`config.mk`:
```
export PLATFORM = sky130hd
export DESIGN_NAME = pwm_reg_sync
export DESIGN_NICKNAME = d
export VERILOG_FILES = /design/src/rtl/pwm_sync_pkg.sv /design/src/rtl/pwm_sync_trig.sv /design/src/rtl/pwm_sync_bufbank.sv /design/src/rtl/pwm_sync_active.sv /design/src/rtl/pwm_reg_sync.sv
export SDC_FILE = /design/constraint.sdc
export NUM_CORES = 1
export LEC_CHECK = 0
export BUFFER_PORTS_ARGS = -buffer_cell sky130_fd_sc_hd__buf_4
export CAP_MARGIN = 30
export CELL_PAD_IN_SITES_DETAIL_PLACEMENT = 1
export CELL_PAD_IN_SITES_GLOBAL_PLACEMENT = 1
export CORE_AREA = 2 2 99 101
export DETAILED_ROUTE_END_ITERATION = 6
export DIE_AREA = 0 0 101 103
export GPL_ROUTABILITY_DRIVEN = 0
export HOLD_SLACK_MARGIN = 0.03
export PLACE_DENSITY_LB_ADDON = 0.1
export SYNTH_ARGS = -nofsm -noshare
export SYNTH_HDL_FRONTEND = slang
export SYNTH_SLANG_ARGS = --single-unit
```
`constraint.sdc`:
```
create_clock -name clk -period 2.49 [get_ports clk]
set_input_delay 0.1245 -clock clk [delete_from_list [all_inputs] [get_ports clk]]
set_output_delay 0.1245 -clock clk [all_outputs]
set_load 0.005 [all_outputs]
```
`src/rtl/pwm_sync_pkg.sv`:
```
package pwm_sync_pkg;

  // Qualified update requests for one clock edge
  typedef struct packed {
    logic upd_vals;  // modulo + compares
    logic upd_outs;  // output mask + counter reload
  } sync_req_t;

  function automatic int unsigned addr_mod();
    return 0;
  endfunction

  function automatic int unsigned addr_cmp(input int unsigned ch);
    return 1 + ch;
  endfunction

  function automatic int unsigned addr_mask(input int unsigned nch);
    return nch + 1;
  endfunction

  function automatic int unsigned addr_cfg(input int unsigned nch);
    return nch + 2;
  endfunction

endpackage

```
`src/rtl/pwm_sync_trig.sv`:
```
module pwm_sync_trig
  import pwm_sync_pkg::*;
(
  input  logic      clk,
  input  logic      rst,
  input  logic      sw_trig,
  input  logic      hw_trig,
  input  logic      split_mode,
  input  logic      enh_sel,
  output sync_req_t req
);

  logic hw_prev;
  logic hw_rise;
  logic split_active;

  always_ff @(posedge clk) begin
    if (rst) hw_prev <= 1'b0;
    else     hw_prev <= hw_trig;
  end

  assign hw_rise      = hw_trig & ~hw_prev;
  assign split_active = split_mode & ~enh_sel;

  always_comb begin
    if (split_active) begin
      req.upd_vals = sw_trig;
      req.upd_outs = hw_rise;
    end else begin
      req.upd_vals = sw_trig | hw_rise;
      req.upd_outs = sw_trig | hw_rise;
    end
  end

endmodule

```
`src/rtl/pwm_sync_bufbank.sv`:
```
module pwm_sync_bufbank
  import pwm_sync_pkg::*;
#(
  parameter int CNT_W  = 16,
  parameter int NUM_CH = 2,
  parameter int ADDR_W = 3
) (
  input  logic                          clk,
  input  logic                          rst,
  input  logic                          wr_en,
  input  logic [ADDR_W-1:0]             wr_addr,
  input  logic [CNT_W-1:0]              wr_data,
  output logic [CNT_W-1:0]              buf_mod,
  output logic [NUM_CH-1:0][CNT_W-1:0]  buf_cmp,
  output logic [NUM_CH-1:0]             buf_mask,
  output logic                          cfg_split
);

  localparam logic [ADDR_W-1:0] A_MOD  = ADDR_W'(addr_mod());
  localparam logic [ADDR_W-1:0] A_MASK = ADDR_W'(addr_mask(NUM_CH));
  localparam logic [ADDR_W-1:0] A_CFG  = ADDR_W'(addr_cfg(NUM_CH));

  always_ff @(posedge clk) begin
    if (rst) buf_mod <= '0;
    else if (wr_en && wr_addr == A_MOD) buf_mod <= wr_data;
  end

  for (genvar g = 0; g < NUM_CH; g++) begin : g_cmp
    localparam logic [ADDR_W-1:0] A_CMP = ADDR_W'(addr_cmp(g));
    always_ff @(posedge clk) begin
      if (rst) buf_cmp[g] <= '0;
      else if (wr_en && wr_addr == A_CMP) buf_cmp[g] <= wr_data;
    end
  end

  always_ff @(posedge clk) begin
    if (rst) buf_mask <= '0;
    else if (wr_en && wr_addr == A_MASK) buf_mask <= wr_data[NUM_CH-1:0];
  end

  always_ff @(posedge clk) begin
    if (rst) cfg_split <= 1'b0;
    else if (wr_en && wr_addr == A_CFG) cfg_split <= wr_data[0];
  end

endmodule

```
`src/rtl/pwm_sync_active.sv`:
```
module pwm_sync_active
  import pwm_sync_pkg::*;
#(
  parameter int CNT_W  = 16,
  parameter int NUM_CH = 2
) (
  input  logic                          clk,
  input  logic                          rst,
  input  sync_req_t                     req,
  input  logic [CNT_W-1:0]              buf_mod,
  input  logic [NUM_CH-1:0][CNT_W-1:0]  buf_cmp,
  input  logic [NUM_CH-1:0]             buf_mask,
  output logic [CNT_W-1:0]              act_mod,
  output logic [NUM_CH-1:0][CNT_W-1:0]  act_cmp,
  output logic [NUM_CH-1:0]             act_mask,
  output logic                          init_pulse
);

  always_ff @(posedge clk) begin
    if (rst) act_mod <= '0;
    else if (req.upd_vals) act_mod <= buf_mod;
  end

  for (genvar g = 0; g < NUM_CH; g++) begin : g_act
    always_ff @(posedge clk) begin
      if (rst) act_cmp[g] <= '0;
      else if (req.upd_vals) act_cmp[g] <= buf_cmp[g];
    end
  end

  always_ff @(posedge clk) begin
    if (rst) begin
      act_mask   <= '0;
      init_pulse <= 1'b0;
    end else begin
      init_pulse <= req.upd_outs;
      if (req.upd_outs) act_mask <= buf_mask;
    end
  end

endmodule

```
`src/rtl/pwm_reg_sync.sv`:
```
module pwm_reg_sync
  import pwm_sync_pkg::*;
#(
  parameter int CNT_W  = 16,
  parameter int NUM_CH = 2,
  parameter int ADDR_W = 3
) (
  input  logic                     clk,
  input  logic                     rst,
  input  logic                     wr_en,
  input  logic [ADDR_W-1:0]        wr_addr,
  input  logic [CNT_W-1:0]         wr_data,
  input  logic                     sw_trig,
  input  logic                     hw_trig,
  input  logic                     enh_sel,
  output logic [CNT_W-1:0]         mod_out,
  output logic [NUM_CH*CNT_W-1:0]  cmp_out,
  output logic [NUM_CH-1:0]        mask_out,
  output logic                     cnt_init
);

  sync_req_t                     req;
  logic [CNT_W-1:0]              buf_mod;
  logic [NUM_CH-1:0][CNT_W-1:0]  buf_cmp;
  logic [NUM_CH-1:0]             buf_mask;
  logic                          cfg_split;
  logic [NUM_CH-1:0][CNT_W-1:0]  act_cmp;

  pwm_sync_bufbank #(.CNT_W(CNT_W), .NUM_CH(NUM_CH), .ADDR_W(ADDR_W)) u_buf (
    .clk(clk), .rst(rst), .wr_en(wr_en), .wr_addr(wr_addr), .wr_data(wr_data),
    .buf_mod(buf_mod), .buf_cmp(buf_cmp), .buf_mask(buf_mask), .cfg_split(cfg_split)
  );

  pwm_sync_trig u_trig (
    .clk(clk), .rst(rst), .sw_trig(sw_trig), .hw_trig(hw_trig),
    .split_mode(cfg_split), .enh_sel(enh_sel), .req(req)
  );

  pwm_sync_active #(.CNT_W(CNT_W), .NUM_CH(NUM_CH)) u_act (
    .clk(clk), .rst(rst), .req(req),
    .buf_mod(buf_mod), .buf_cmp(buf_cmp), .buf_mask(buf_mask),
    .act_mod(mod_out), .act_cmp(act_cmp), .act_mask(mask_out), .init_pulse(cnt_init)
  );

  assign cmp_out = act_cmp;

endmodule

```
---- Yosys cells after proc, flatten, opt, wreduce, memory -nomap -nowiden ----
Index checks and enable logic that the tools add are counted.
word-level totals
  flip-flop bits (word level) ............. 103
  input bits .............................. 25
operators by class
  eq/ne operators ......................... 4
  muxes and demuxes ....................... 1
  bitwise operators ....................... 5
  reduce and logical (&&, ||, !) cells .... 6
operators by type and width
  kind                                                  number
  equality test 3 x 2 -> 1 bit (second input constant)  2
  logical AND 1 bit                                     5
  equality test 3 x 1 -> 1 bit (second input constant)  1
  equality test 3 bit (second input constant)           1
  zero test 3 bit                                       1
  bitwise AND 1 bit                                     2
  two-way mux 2 bit                                     1
  inverter 1 bit                                        2
  OR 1 bit                                              1

---- Logic depth before layout (Yosys ltp) ----
  depth in word-level cells ............... 4
  gate-level depth with buffers ........... 5

---- Cells and area by module ----
A second synthesis with hierarchy kept.
second synthesis, totals
  cell total of the unflattened synthesis .. 358
  area, all modules ....................... 3,981.3 um^2
modules (own cells, without submodules)
  module            times used  cells each  area an instance (um^2)  sequential area each (um^2)
  pwm_sync_bufbank  1           188         2,095.8                  1,021.0
  pwm_sync_active   1           164         1,824.2                  1,021.0
  pwm_sync_trig     1           6           61.3                     20.0

---- Worst setup path before layout ----
No wires, ideal clock.
  path type ............................... reg2reg
  start point ............................. register u_buf.cfg_split
  end point ............................... register u_act.act_cmp[0] (netlist name)
  setup time .............................. 72 ps
  data arrival time ....................... 1,134 ps
  required time ........................... 2,418 ps
  setup slack ............................. 1,284 ps
  stages on the path, launching flop included .. 6
  path buffers ............................ 2
  period minus slack after synthesis ...... 1,206 ps
  cells stage by stage .................... dfxtp_1 > nand2b_1 > a21oi_1 > buf_4 > buf_4 > mux2i_1
on the way
  word-level cells in the longest chain between the ends .. 2
RTL lines
  element                          RTL line                source
  from (decl)                      pwm_sync_bufbank.sv:16  output logic cfg_split
  from (signal assigned)           pwm_sync_bufbank.sv:43  else if (wr_en && wr_addr == A_CFG) cfg_split <= wr_data[0];
  bitwise AND 1 bit                pwm_sync_trig.sv:23     assign split_active = split_mode & ~enh_sel;
  two-way mux 2 bit                pwm_sync_trig.sv:26     if (split_active) begin
  to (signal, indexed assignment)  pwm_sync_active.sv:27   else if (req.upd_vals) act_cmp[g] <= buf_cmp[g];
  to (decl)                        pwm_sync_active.sv:14   output logic [NUM_CH-1:0][CNT_W-1:0] act_cmp,
Every way passes these cells.
A chain may end at the register's enable or synchronous reset.

---- Final worst setup path ----
  start point ............................. input hw_trig
  end point ............................... register u_act.act_mod[14]
on the way
  word-level cells in the longest chain between the ends .. 3
RTL lines
  element               RTL line               source
  from (decl)           pwm_reg_sync.sv:14     input logic hw_trig,
  bitwise AND 1 bit     pwm_sync_trig.sv:22    assign hw_rise = hw_trig & ~hw_prev;
  OR 1 bit              pwm_sync_trig.sv:30    req.upd_vals = sw_trig | hw_rise;
  two-way mux 2 bit     pwm_sync_trig.sv:26
  to (signal assigned)  pwm_sync_active.sv:21  else if (req.upd_vals) act_mod <= buf_mod;
  to (decl)             pwm_sync_active.sv:13  output logic [CNT_W-1:0] act_mod,
Every way passes these cells.

==> reports/qor.yml <==
die:
  coreArea_um2: 9459
  io_pins: 76
  rows: 36
  die_w_um: 101
  fp.dieH_um: 103
  initial_core_util_pct: 43.62
  dieArea_um2: 10400
cells_and_area:
  final_common_cell: "dfxtp_1"
  drive_gt1_share_pct: 18.75
  antenna_cells: 0
  final_nets: 548
  syn_to_final_growth_pct: 23.59
  fillers: 1102
  fin_area_um2: 5100
  final_cell_mix: "103 x dfxtp_1, 101 x nand2b_1, 96 x nand2_1"
clock_tree:
  cts_tree: "built"
  cts_made_buffers: 9
  clk_path_buf_depth: 2
  htreeDepth: 3
  clk_latency_ps: 370
  post_cts_resize_count: 0
  post_cts_buffers: 0
  clock-root-buffer: "clkbuf_8"
  postCtsHoldBufs: 13
  clk_pin_slew_ps: 90
  cts.sinks: 103
worst_setup_path:
  cp-end-kind: "flop"
  cp.required_ps: 2780
  cp_max_fo: 48
  crit_slowest_cell: "dlygate4sd3_1"
  crit_family: "buffers and inverters"
  slowest_delay_ps: 540
  crit_path_cell_trace: "dlygate4sd3_1 > buf_4 > nor2b_1 > a21oi_4 > buf_12 > mux2i_1"
  arrival_ps: 1750
  path_class: "input pin to flop"
  start_kind: "input pin"
  cp_num_buf_inv: 3
grt:
  antenna_found_initial: 0
  grt_pass1_wl_um: 16020
  grt_max_degree: 61
  overflow: 0
  grt_usage_pct: 20.12
  grt_pass1_vias: 3121
drt:
  drtAntennaViolNets: 0
  vias: 3206
  first_pass_iters: 4
  via_per_inst: 4.994
  first_iter_violations: 70
  finalWirelength_um: 10050
  drc: 0
  wire_per_inst_um: 15.65
worst_hold_path:
  hp-class: "input pin to flop"
synth:
  ys_warn_count: 0
  synth_area_per_cell_um2: 9.170
  syn_inst: 450
  synth.cell_area_um2: 4126
  synth_cell_types: 18
  synth-seq-cells: 103
  syn_nets: 475
  yosysSeqAreaShare_pct: 49.97
timing:
  finalSetupViolCount: 0
  hold_viol: 0
  skew_ps: 7.533
  slew_viol_final: 0
  period_needed_ps: 1457
  postLayoutSetupSlackWorst_ps: 1033
  finalCritPeriodShare_pct: 58.51
  rsz0062_at_grt: "false"
  hold_ws_ps: 43.36
  final.setup.tns_ps: 0
  fmax_mhz: 686.4
  maxSlewHeadroom_pct: 45.76
  worst_pin_slew_ps: 810.1
power:
  total_power_mw: 2.996
  switching_share_pct: 23.27
  comb_power_share_pct: 8.7
  seq_power_share_pct: 56.4
  pwr-share-clk_pct: 34.9
  ir_worst_vdd_mv: 0.2871
  power.density_nw_per_um2: 587.4
  p_int_mw: 2.299
  p_leak_nw: 1.921
  switchingPower_mw: 0.6971
place:
  dp_hpwl_um: 6673
  numPortBuffers: 75
  dpl_cell_area_um2: 4768
  dpl_worst_slack_ps: 1001
flow_run:
  cap_violations: 0
run_status:
  status: "finished, final reports clean"
final timing paths:
| check | start | to | slack (ps) | cells past startpoint |
|---|---|---|---|---|
| hold reg to reg | u_buf.buf_cmp[13] | u_buf.buf_cmp[13] | 460 | 2 |
| hold / removal | wr_data[13] | u_buf.buf_cmp[13] | 40 | 3 |
| setup reg to reg | u_buf.cfg_split | u_act.act_mod[14] | 1170 | 4 |
| setup / recovery | hw_trig | u_act.act_mod[14] | 1030 | 6 |
synthesized netlist by cell type, drive strengths merged:
cell type  number  area, µm²
mux2i          53      530.5
buf            16      96.34
nor2            4      15.01
dfxtp         103       2062
nand4bb         2      22.52
or4b            1      10.01
nor2b           2      12.51
nor4b           1      23.77
nor4bb          1      10.01
and4bb          2      25.02
nand2b        101      631.9
clkbuf         17      67.56
a21oi          50      250.2
nand4b          1      8.760
nand2          96      360.4
logic make-up (layout without fill, tap and decap cells):
| group | Yosys count | after routing | synth area share [%] |
|---|---|---|---|
| compound gates | 50 | 50 | 6.064 |
| buf+inv | 33 | 111 | 3.972 |
| flops | 103 | 103 | 49.97 |
| mux | 53 | 53 | 12.86 |
| simple gates | 211 | 211 | 27.14 |
power groups by stage:
stage               sequential (mW)  combinational (mW)  clock, mW
finish                         1.69               0.260       1.05
CTS                            1.69               0.262       1.08
global route                   1.69               0.283       1.13
detailed placement             1.73               0.244          0
floorplan                      1.73               0.144          0
global placement               1.73               0.240          0
flip-flops by register name, indices dropped and copies added, names as in the netlist:
| register | cells |
|---|---|
| u_act.act_cmp | 32 |
| u_buf.buf_cmp | 32 |
| u_act.act_mod | 16 |
| u_buf.buf_mod | 16 |
| u_act.act_mask | 2 |
| u_buf.buf_mask | 2 |
| u_act.init_pulse | 1 |
| u_buf.cfg_split | 1 |
| u_trig.hw_prev | 1 |
per-layer routing:
layer / up-vias / global-route usage, % / routed length [µm]
met5: - / 0 / 0
li1: 1591 / - / -
met3: 12 / 3.864 / 359
met1: 1546 / 25.56 / 4676
met4: 0 / 6.549 / 127
met2: 57 / 34.62 / 4885
worst register-to-register path, stage by stage, from the launching register on:
cell and delay [ps]:
dfxtp_1 350, nand2b_1 110, a21oi_4 160, buf_12 320, mux2i_1 300
through the flow:
stage               std cells  util (%)
floorplan                 450         -
global placement          612     50.41
detailed placement        612     50.41
CTS                       641     53.81
global route              642     53.92
finish                    642     53.92
area by class of cell:
| cell class | instances | area (µm²) | area share (%) |
|---|---|---|---|
| clock buffer | 13 | 148.9 | 2.920 |
| clock inverter | 3 | 42.54 | 0.8342 |
| multi-input combinational | 314 | 1918 | 37.61 |
| sequential | 103 | 2062 | 40.43 |
| tap | 114 | 142.6 | 2.797 |
| timing repair buffer | 95 | 785.8 | 15.41 |
(Power assumes the default switching activity.)
